===== src/rtl/ramp_adc_pkg.sv =====
package ramp_adc_pkg;
  typedef enum logic {
    ST_IDLE = 1'b0,
    ST_RAMP = 1'b1
  } ramp_state_e;
endpackage


===== src/rtl/ramp_fsm.sv =====
module ramp_fsm
  import ramp_adc_pkg::*;
(
  input  logic clk_i,
  input  logic rst_ni,
  input  logic start_i,
  input  logic cmp_below_i,
  input  logic at_max_i,
  output logic busy_o,
  output logic inc_o,
  output logic finish_o
);
  ramp_state_e state_q, state_d;

  always_comb begin
    state_d  = state_q;
    inc_o    = 1'b0;
    finish_o = 1'b0;
    unique case (state_q)
      ST_IDLE: if (start_i) state_d = ST_RAMP;
      ST_RAMP: begin
        // stop on comparator trip or at full scale
        if (!cmp_below_i || at_max_i) begin
          finish_o = 1'b1;
          state_d  = ST_IDLE;
        end else begin
          inc_o = 1'b1;
        end
      end
      default: state_d = ST_IDLE;
    endcase
  end

  always_ff @(posedge clk_i or negedge rst_ni) begin
    if (!rst_ni) state_q <= ST_IDLE;
    else         state_q <= state_d;
  end

  assign busy_o = (state_q == ST_RAMP);
endmodule


===== src/rtl/ramp_counter.sv =====
module ramp_counter #(
  parameter int unsigned CODE_W = 4
) (
  input  logic              clk_i,
  input  logic              rst_ni,
  input  logic              clear_i,
  input  logic              inc_i,
  output logic [CODE_W-1:0] count_o,
  output logic              at_max_o
);
  localparam logic [CODE_W-1:0] MaxCode = {CODE_W{1'b1}};

  logic [CODE_W-1:0] count_q;

  always_ff @(posedge clk_i or negedge rst_ni) begin
    if (!rst_ni)      count_q <= '0;
    else if (clear_i) count_q <= '0;
    else if (inc_i)   count_q <= count_q + 1'b1;
  end

  assign count_o  = count_q;
  assign at_max_o = (count_q == MaxCode);
endmodule


===== src/rtl/result_reg.sv =====
module result_reg #(
  parameter int unsigned CODE_W = 4
) (
  input  logic              clk_i,
  input  logic              rst_ni,
  input  logic              load_i,
  input  logic [CODE_W-1:0] code_i,
  output logic [CODE_W-1:0] result_o,
  output logic              done_o
);
  always_ff @(posedge clk_i or negedge rst_ni) begin
    if (!rst_ni) begin
      result_o <= '0;
      done_o   <= 1'b0;
    end else begin
      done_o <= load_i;
      if (load_i) result_o <= code_i;
    end
  end
endmodule


===== src/rtl/ramp_adc_ctrl.sv =====
module ramp_adc_ctrl #(
  parameter int unsigned CODE_W = 4
) (
  input  logic              clk_i,
  input  logic              rst_ni,
  input  logic              start_i,
  input  logic              cmp_below_i,
  output logic [CODE_W-1:0] dac_code_o,
  output logic              busy_o,
  output logic              done_o,
  output logic [CODE_W-1:0] result_o
);
  logic inc, finish, at_max;

  ramp_fsm u_fsm (
    .clk_i       (clk_i),
    .rst_ni      (rst_ni),
    .start_i     (start_i),
    .cmp_below_i (cmp_below_i),
    .at_max_i    (at_max),
    .busy_o      (busy_o),
    .inc_o       (inc),
    .finish_o    (finish)
  );

  ramp_counter #(.CODE_W(CODE_W)) u_cnt (
    .clk_i    (clk_i),
    .rst_ni   (rst_ni),
    .clear_i  (finish),
    .inc_i    (inc),
    .count_o  (dac_code_o),
    .at_max_o (at_max)
  );

  result_reg #(.CODE_W(CODE_W)) u_res (
    .clk_i    (clk_i),
    .rst_ni   (rst_ni),
    .load_i   (finish),
    .code_i   (dac_code_o),
    .result_o (result_o),
    .done_o   (done_o)
  );
endmodule


===== config.mk =====
export PLATFORM = sky130hd
export DESIGN_NAME = ramp_adc_ctrl
export DESIGN_NICKNAME = d
export VERILOG_FILES = /design/src/rtl/ramp_adc_pkg.sv /design/src/rtl/ramp_fsm.sv /design/src/rtl/ramp_counter.sv /design/src/rtl/result_reg.sv /design/src/rtl/ramp_adc_ctrl.sv
export SDC_FILE = /design/constraint.sdc
export NUM_CORES = 1
export LEC_CHECK = 0
export BUFFER_PORTS_ARGS = -buffer_cell sky130_fd_sc_hd__buf_4
export CORE_AREA = 2 2 39 41
export CTS_CLUSTER_DIAMETER = 40
export CTS_CLUSTER_SIZE = 14
export DETAILED_ROUTE_END_ITERATION = 12
export DIE_AREA = 0 0 41 43
export PLACE_DENSITY = 0.65
export RECOVER_POWER = 25
export SYNTH_ARGS = -nofsm -noshare
export SYNTH_HDL_FRONTEND = slang
export SYNTH_HIERARCHICAL = 1
export SYNTH_SLANG_ARGS = --single-unit

===== constraint.sdc =====
create_clock -name clk_i -period 4.6 [get_ports clk_i]
set_input_delay 0.46 -clock clk_i [delete_from_list [all_inputs] [get_ports clk_i]]
set_output_delay 0.46 -clock clk_i [all_outputs]
set_load 0.02 [all_outputs]

## After elaboration in Yosys (flattened, before gate mapping)

Index checks and enable logic that the tools add are counted.

| word-level totals | value |
|---|---|
| register bits | 10 |
| bits in latches | 0 |
| bits in writable memories | 0 |
| bits in read-only memories | 0 |
| input bits | 4 |
| output and inout bits | 10 |
| word-level logic and storage cells | 18 |
| memories | 0 |

| operators by class | value |
|---|---|
| add/subtract/negate cells | 1 |
| multiply operators | 0 |
| divide/modulo/power cells | 0 |
| $lt $le $gt $ge | 0 |
| eq/ne operators | 1 |
| shift-type cells | 0 |
| mux-type cells | 8 |
| bitwise logic cells | 1 |
| reduce and logical (&&, ||, !) cells | 3 |

Operators by type and width:

| operator | count |
|---|---|
| $mux W4 | 2 |
| $mux W1 | 5 |
| $add A4 B1 Y4 const B | 1 |
| $eq A4 B4 Y1 const B | 1 |
| $pmux W1 S2 | 1 |
| $reduce_bool A2 Y1 | 1 |
| $logic_not A1 Y1 | 1 |
| $logic_or A1 B1 Y1 | 1 |
| $not A1 Y1 | 1 |

## Logic depth before layout (Yosys ltp)

| depth | value |
|---|---|
| word-level depth | 6 |
| gate-level depth with buffers | 6 |
| gate-level depth less buffers | 6 |

## Modules after synthesis

The synthesis kept the hierarchy.

Modules (own cells, without submodules):

| module | times used | cells each | area an instance (um2) | seq. area each (um2) |
|---|---|---|---|---|
| ramp_counter | 1 | 17 | 198.9 | 100.1 |
| result_reg | 1 | 9 | 170.2 | 125.1 |
| ramp_fsm | 1 | 6 | 53.8 | 25.0 |

## Least setup slack after synthesis

OpenSTA, ideal clock, no wires.

| path | value |
|---|---|
| path type | flip-flop to flip-flop |
| start | reg u_cnt.count_q[0], in the netlist u_cnt/count_o[0] |
| end | reg u_res.result_o[0] |
| setup time | 125 ps |
| arrival time | 1765 ps |
| data required time | 4475 ps |
| slack | 2710 ps |
| stages on the path, launching flop included | 6 |
| buffers on the path | 0 |
| period minus slack after synthesis | 1890 ps |
| cells stage by stage | dfrtp_1 ha_1 and3_1 inv_1 a21oi_1 mux2_2 |

| between the ends | value |
|---|---|
| word-level cells in the longest chain between the ends | 4 |

RTL lines:

| item | line | RTL |
|---|---|---|
| start: declaration | ramp_counter.sv:13 | `logic [CODE_W-1:0] count_q;` |
| start signal: assignment | ramp_counter.sv:18 | `else if (inc_i) count_q <= count_q + 1'b1;` |
| $eq A4 B4 Y1 | ramp_counter.sv:22 | `assign at_max_o = (count_q == MaxCode);` |
| named net at_max | ramp_adc_ctrl.sv:13 | `logic inc, finish, at_max;` |
| $logic_or A1 B1 Y1 | ramp_fsm.sv:23 | `if (!cmp_below_i \|\| at_max_i) begin` |
| $mux W1 | ramp_fsm.sv:23 |  |
| $mux W1 | ramp_fsm.sv:19 | `unique case (state_q)` |
| named net finish | ramp_adc_ctrl.sv:13 |  |
| end signal: assignment | result_reg.sv:17 | `if (load_i) result_o <= code_i;` |
| end: declaration | result_reg.sv:8 | `output logic [CODE_W-1:0] result_o,` |

The timed path passes the listed nets, and every way through them passes these cells.
A chain may end at the register's enable or synchronous reset.

## Worst setup path in the final report

Same ends and word-level chain as after synthesis.

==> impl_summary.log <==
[metrics] met3 capacity usage during global routing: 0.0314
[metrics] violation count after the first detailed-routing iteration: 2
[metrics] outcome: finished clean
[metrics] remaining antenna violation count after routing: 0
[metrics] I/O pins: 14
[metrics] path depth of the worst reg2reg path: 5
[metrics] post-synth design cell area: 423 um^2
[metrics] part of the total power dissipated in sequential elements: 0.439
[metrics] cell types with the largest area share after synthesis: dfrtp_1 (59%), mux2_2 (11%), mux2_4 (3.6%)
[metrics] Syn Area/Cell: 13.2 um^2
[metrics] count of maximum capacitance violations: 0
[metrics] instance area at placement: roughly 540 um^2
[metrics] Setup Skew: between 0.004 and 0.005 ns
[metrics] clock buffer depth: 2
[metrics] leakage power summed over all cells: 0.295 nW
[metrics] total length of routed wires: ~760 um
[metrics] startpoint of the lowest-slack register-to-register path: u_cnt/count_o[0]
[metrics] data arrival time of the worst path: 2.19 ns
[metrics] Syn Inst Count: 32
[metrics] antenna violations before repair: 0
[metrics] minimum setup slack among reg-to-reg paths: between 2 and 3 ns
[metrics] maximum VDD drop: 0.000234 V
[metrics] Slew HR: 0.452
[metrics] Tot GR Track Use: 0.106
[metrics] fraction of the mapped netlist area in adder cells: 0.0296
[metrics] area grow syn2layout: 32.2%
[metrics] number of I/O port buffers: 13
[metrics] master cell of the clock root buffer: clkbuf_4
[metrics] maximum net fanout on the critical path: 10
[metrics] HPWL after detailed placement: between 500 and 600 um
[metrics] Pins Over Slew Limit: 0
[metrics] hold violation count in the final report: 0
[metrics] combinational family with the most area after synthesis: multiplexers
[metrics] internal power of the cells: 0.195 mW
[metrics] warnings from Yosys: 6
[metrics] number of distinct library cells after synthesis: 16
[metrics] average routed wire per standard cell: roughly 12 um
[metrics] Seq cells post-synth: 10
[metrics] number of buffers inserted to repair setup after CTS: 0
[metrics] transition time at the pin with the least slew margin: 0.822 ns
[metrics] Final Instance Area: about 560 um^2
[metrics] number of design rule violations left after detail routing: 0
[metrics] commonest non-fill, non-tap cells in the layout: buf_4 (12), dfrtp_1 (10), mux2_2 (4)
[metrics] layout cells sized above 1: 0.438
[metrics] mux contribution to synthesized area: 0.166
[metrics] Die X-Extent: 41 um
[metrics] Post-Synth Simple-Gate Area: 0.109
[metrics] unrepaired setup endpoints after global routing: false
[metrics] number of buffers inserted for hold repair after clock tree synthesis: 0
[metrics] final core utilization: 0.404
[metrics] final antenna diode count: 0
[metrics] power share of the combinational group: 0.369
[metrics] Hold/Removal Path Class: in -> async
[metrics] Sum Neg Setup Slack: 0 ns
[metrics] end of the worst register-to-register path: u_res/result_o[0]
[metrics] post-layout net count: 55
[metrics] met1 track utilization from global routing: 0.128
[metrics] global-route wire length before repair: 1.22 mm
[metrics] die extent in y: 43 um
[metrics] vias: 314
[metrics] register clock-pin slew on the reported worst setup and hold paths: approximately 0.060 ns
[metrics] initial cell density of the core: 0.306
[metrics] First-pass DRT Iterations: 4
[metrics] synthesized-area fraction occupied by ao, oa, aoi and oai cells: 0.0651
[metrics] maximum frequency from static timing analysis: 0.489 GHz
[metrics] number of global-route vias before repair: 303
[metrics] CP Cell Sequence: ha_1 -> and3_1 -> inv_1 -> a21oi_1 -> mux2_2
[metrics] total core area: 0.00138 mm^2
[metrics] number of H-tree levels: 1
[metrics] worst skew pair latency: 0.26 ns
[metrics] worst setup path class: reg -> reg
[metrics] Synth Area in XOR/XNOR: 0.0207
[metrics] most used routing layer in global routing: met2
[metrics] gr ovfl total: 0
[metrics] global-route track usage on met2: 0.150
[metrics] clock share of power: 0.192
[metrics] final clock period utilization by the worst path: 0.445
[metrics] Die Outline Area: about 0.0018 mm^2
[metrics] sequential element share of the synthesized area: 0.592
[metrics] post-synthesis cell type with the largest combined area: dfrtp_1
[metrics] switching power share of the total: 0.351
[metrics] number of gates resized after cts: 0
[metrics] share of Yosys cell area claimed by the top area cell type: 0.592
[metrics] Period minus WS final: 2.05 ns
[metrics] data required time of the worst path: approximately 4.7 ns
[metrics] master of the slowest instance on the critical path: a21oi_1
[metrics] ratio of total power to cell area: 537 mW/mm^2
[metrics] number of nets produced by synthesis: 37
[metrics] TritonCTS sink count: 10
[metrics] final estimated routing congestion in global placement: ~0.65
[metrics] Critical Path Sink Type: flip-flop
[metrics] biggest cell delay along the critical path: between 0.6 and 0.7 ns
[metrics] P_sw: roughly 0.11 mW
[metrics] standard-cell rows: 14
[metrics] most common cell after layout, fill and taps aside: buf_4
[metrics] largest net degree at the start of global routing: 11
[metrics] DR vias/cell: 4.91
[metrics] # setup viols final: 0
[metrics] number of buffers inserted during clock tree synthesis: 3
[metrics] TritonCTS clock tree: built
[metrics] startpoint types: flip-flop
flip-flops by register name (all words and copies together), names as in the netlist:
signal and cells:
u_fsm/busy_o 1, u_cnt/count_o 4, u_res/result_o 4, u_res/done_o 1
logic make-up (layout without fill, tap and decap cells):
| family | count (synthesis) | after routing |
|---|---|---|
| flops | 10 | 10 |
| simple gates | 8 | 8 |
| mux | 6 | 6 |
| compound gates | 4 | 4 |
| buf+inv | 2 | 18 |
| fa+ha+maj | 1 | 1 |
| xor+xnor | 1 | 1 |
critical path, delay by kind of cell, from the launching register on:
family,cells,cell delay [ns]
compound gates,1,0.65
simple gates,1,0.18
mux,1,0.41
flops,1,0.43
buf+inv,1,0.04
fa+ha+maj,1,0.22
power by group through the flow:
stage / registers [mW] / clock network [mW] / logic [mW]
floorplan: 0.159 / 0 / 0.0359
global placement: 0.134 / 0 / 0.109
detailed placement: 0.134 / 0 / 0.113
CTS: 0.133 / 0.0596 / 0.113
global route: 0.136 / 0.0626 / 0.122
finish: 0.132 / 0.0577 / 0.111
layout make-up:
type	instances	area (um^2)
flip-flops and latches	10	250
repair buffers	13	93.8
multi-input cells	20	165
fillers	145	825
clock buffers	3	22.5
well taps	16	20.0
inverters	2	7.51
layer usage:
metal | up-vias | routed length [um]
li1 | 148 | -
met1 | 156 | 337
met2 | 10 | 381
met3 | 0 | 45
met4 | 0 | 0
met5 | - | 0
cell usage after synthesis:
library cell and count:
xnor2_1 1, and3b_1 1, nor2_1 3, mux2_2 4
a21bo_2 1, a21o_1 1, inv_1 2, dfrtp_1 10
ha_1 1, mux2i_1 1, and3_1 1, a21oi_1 2
nor2b_1 1, nand3b_1 1, nand4_1 1, mux2_4 1
metrics by stage:
stage / cells / setup slack [ns] / power, mW / hold slack [ns]
global route: 64 / 2.37 / 0.321 / 0.188
floorplan: 32 / 2.71 / 0.195 / 0.164
finish: 64 / 2.55 / 0.301 / 0.150
CTS: 64 / 2.53 / 0.305 / 0.0165
global placement: 61 / 2.57 / 0.243 / 0.296
detailed placement: 61 / 2.53 / 0.247 / 0.299
worst max-delay path by stage:
stage                          start                end  cells after the start
floorplan           u_cnt/count_o[0]  u_res/result_o[0]                      5
global placement    u_cnt/count_o[0]  u_res/result_o[2]                      5
detailed placement  u_cnt/count_o[0]  u_res/result_o[1]                      5
CTS                 u_cnt/count_o[0]  u_res/result_o[0]                      5
global route        u_cnt/count_o[0]   u_cnt/count_o[3]                      6
finish              u_cnt/count_o[0]  u_res/result_o[0]                      5
(Power assumes the default switching activity.)
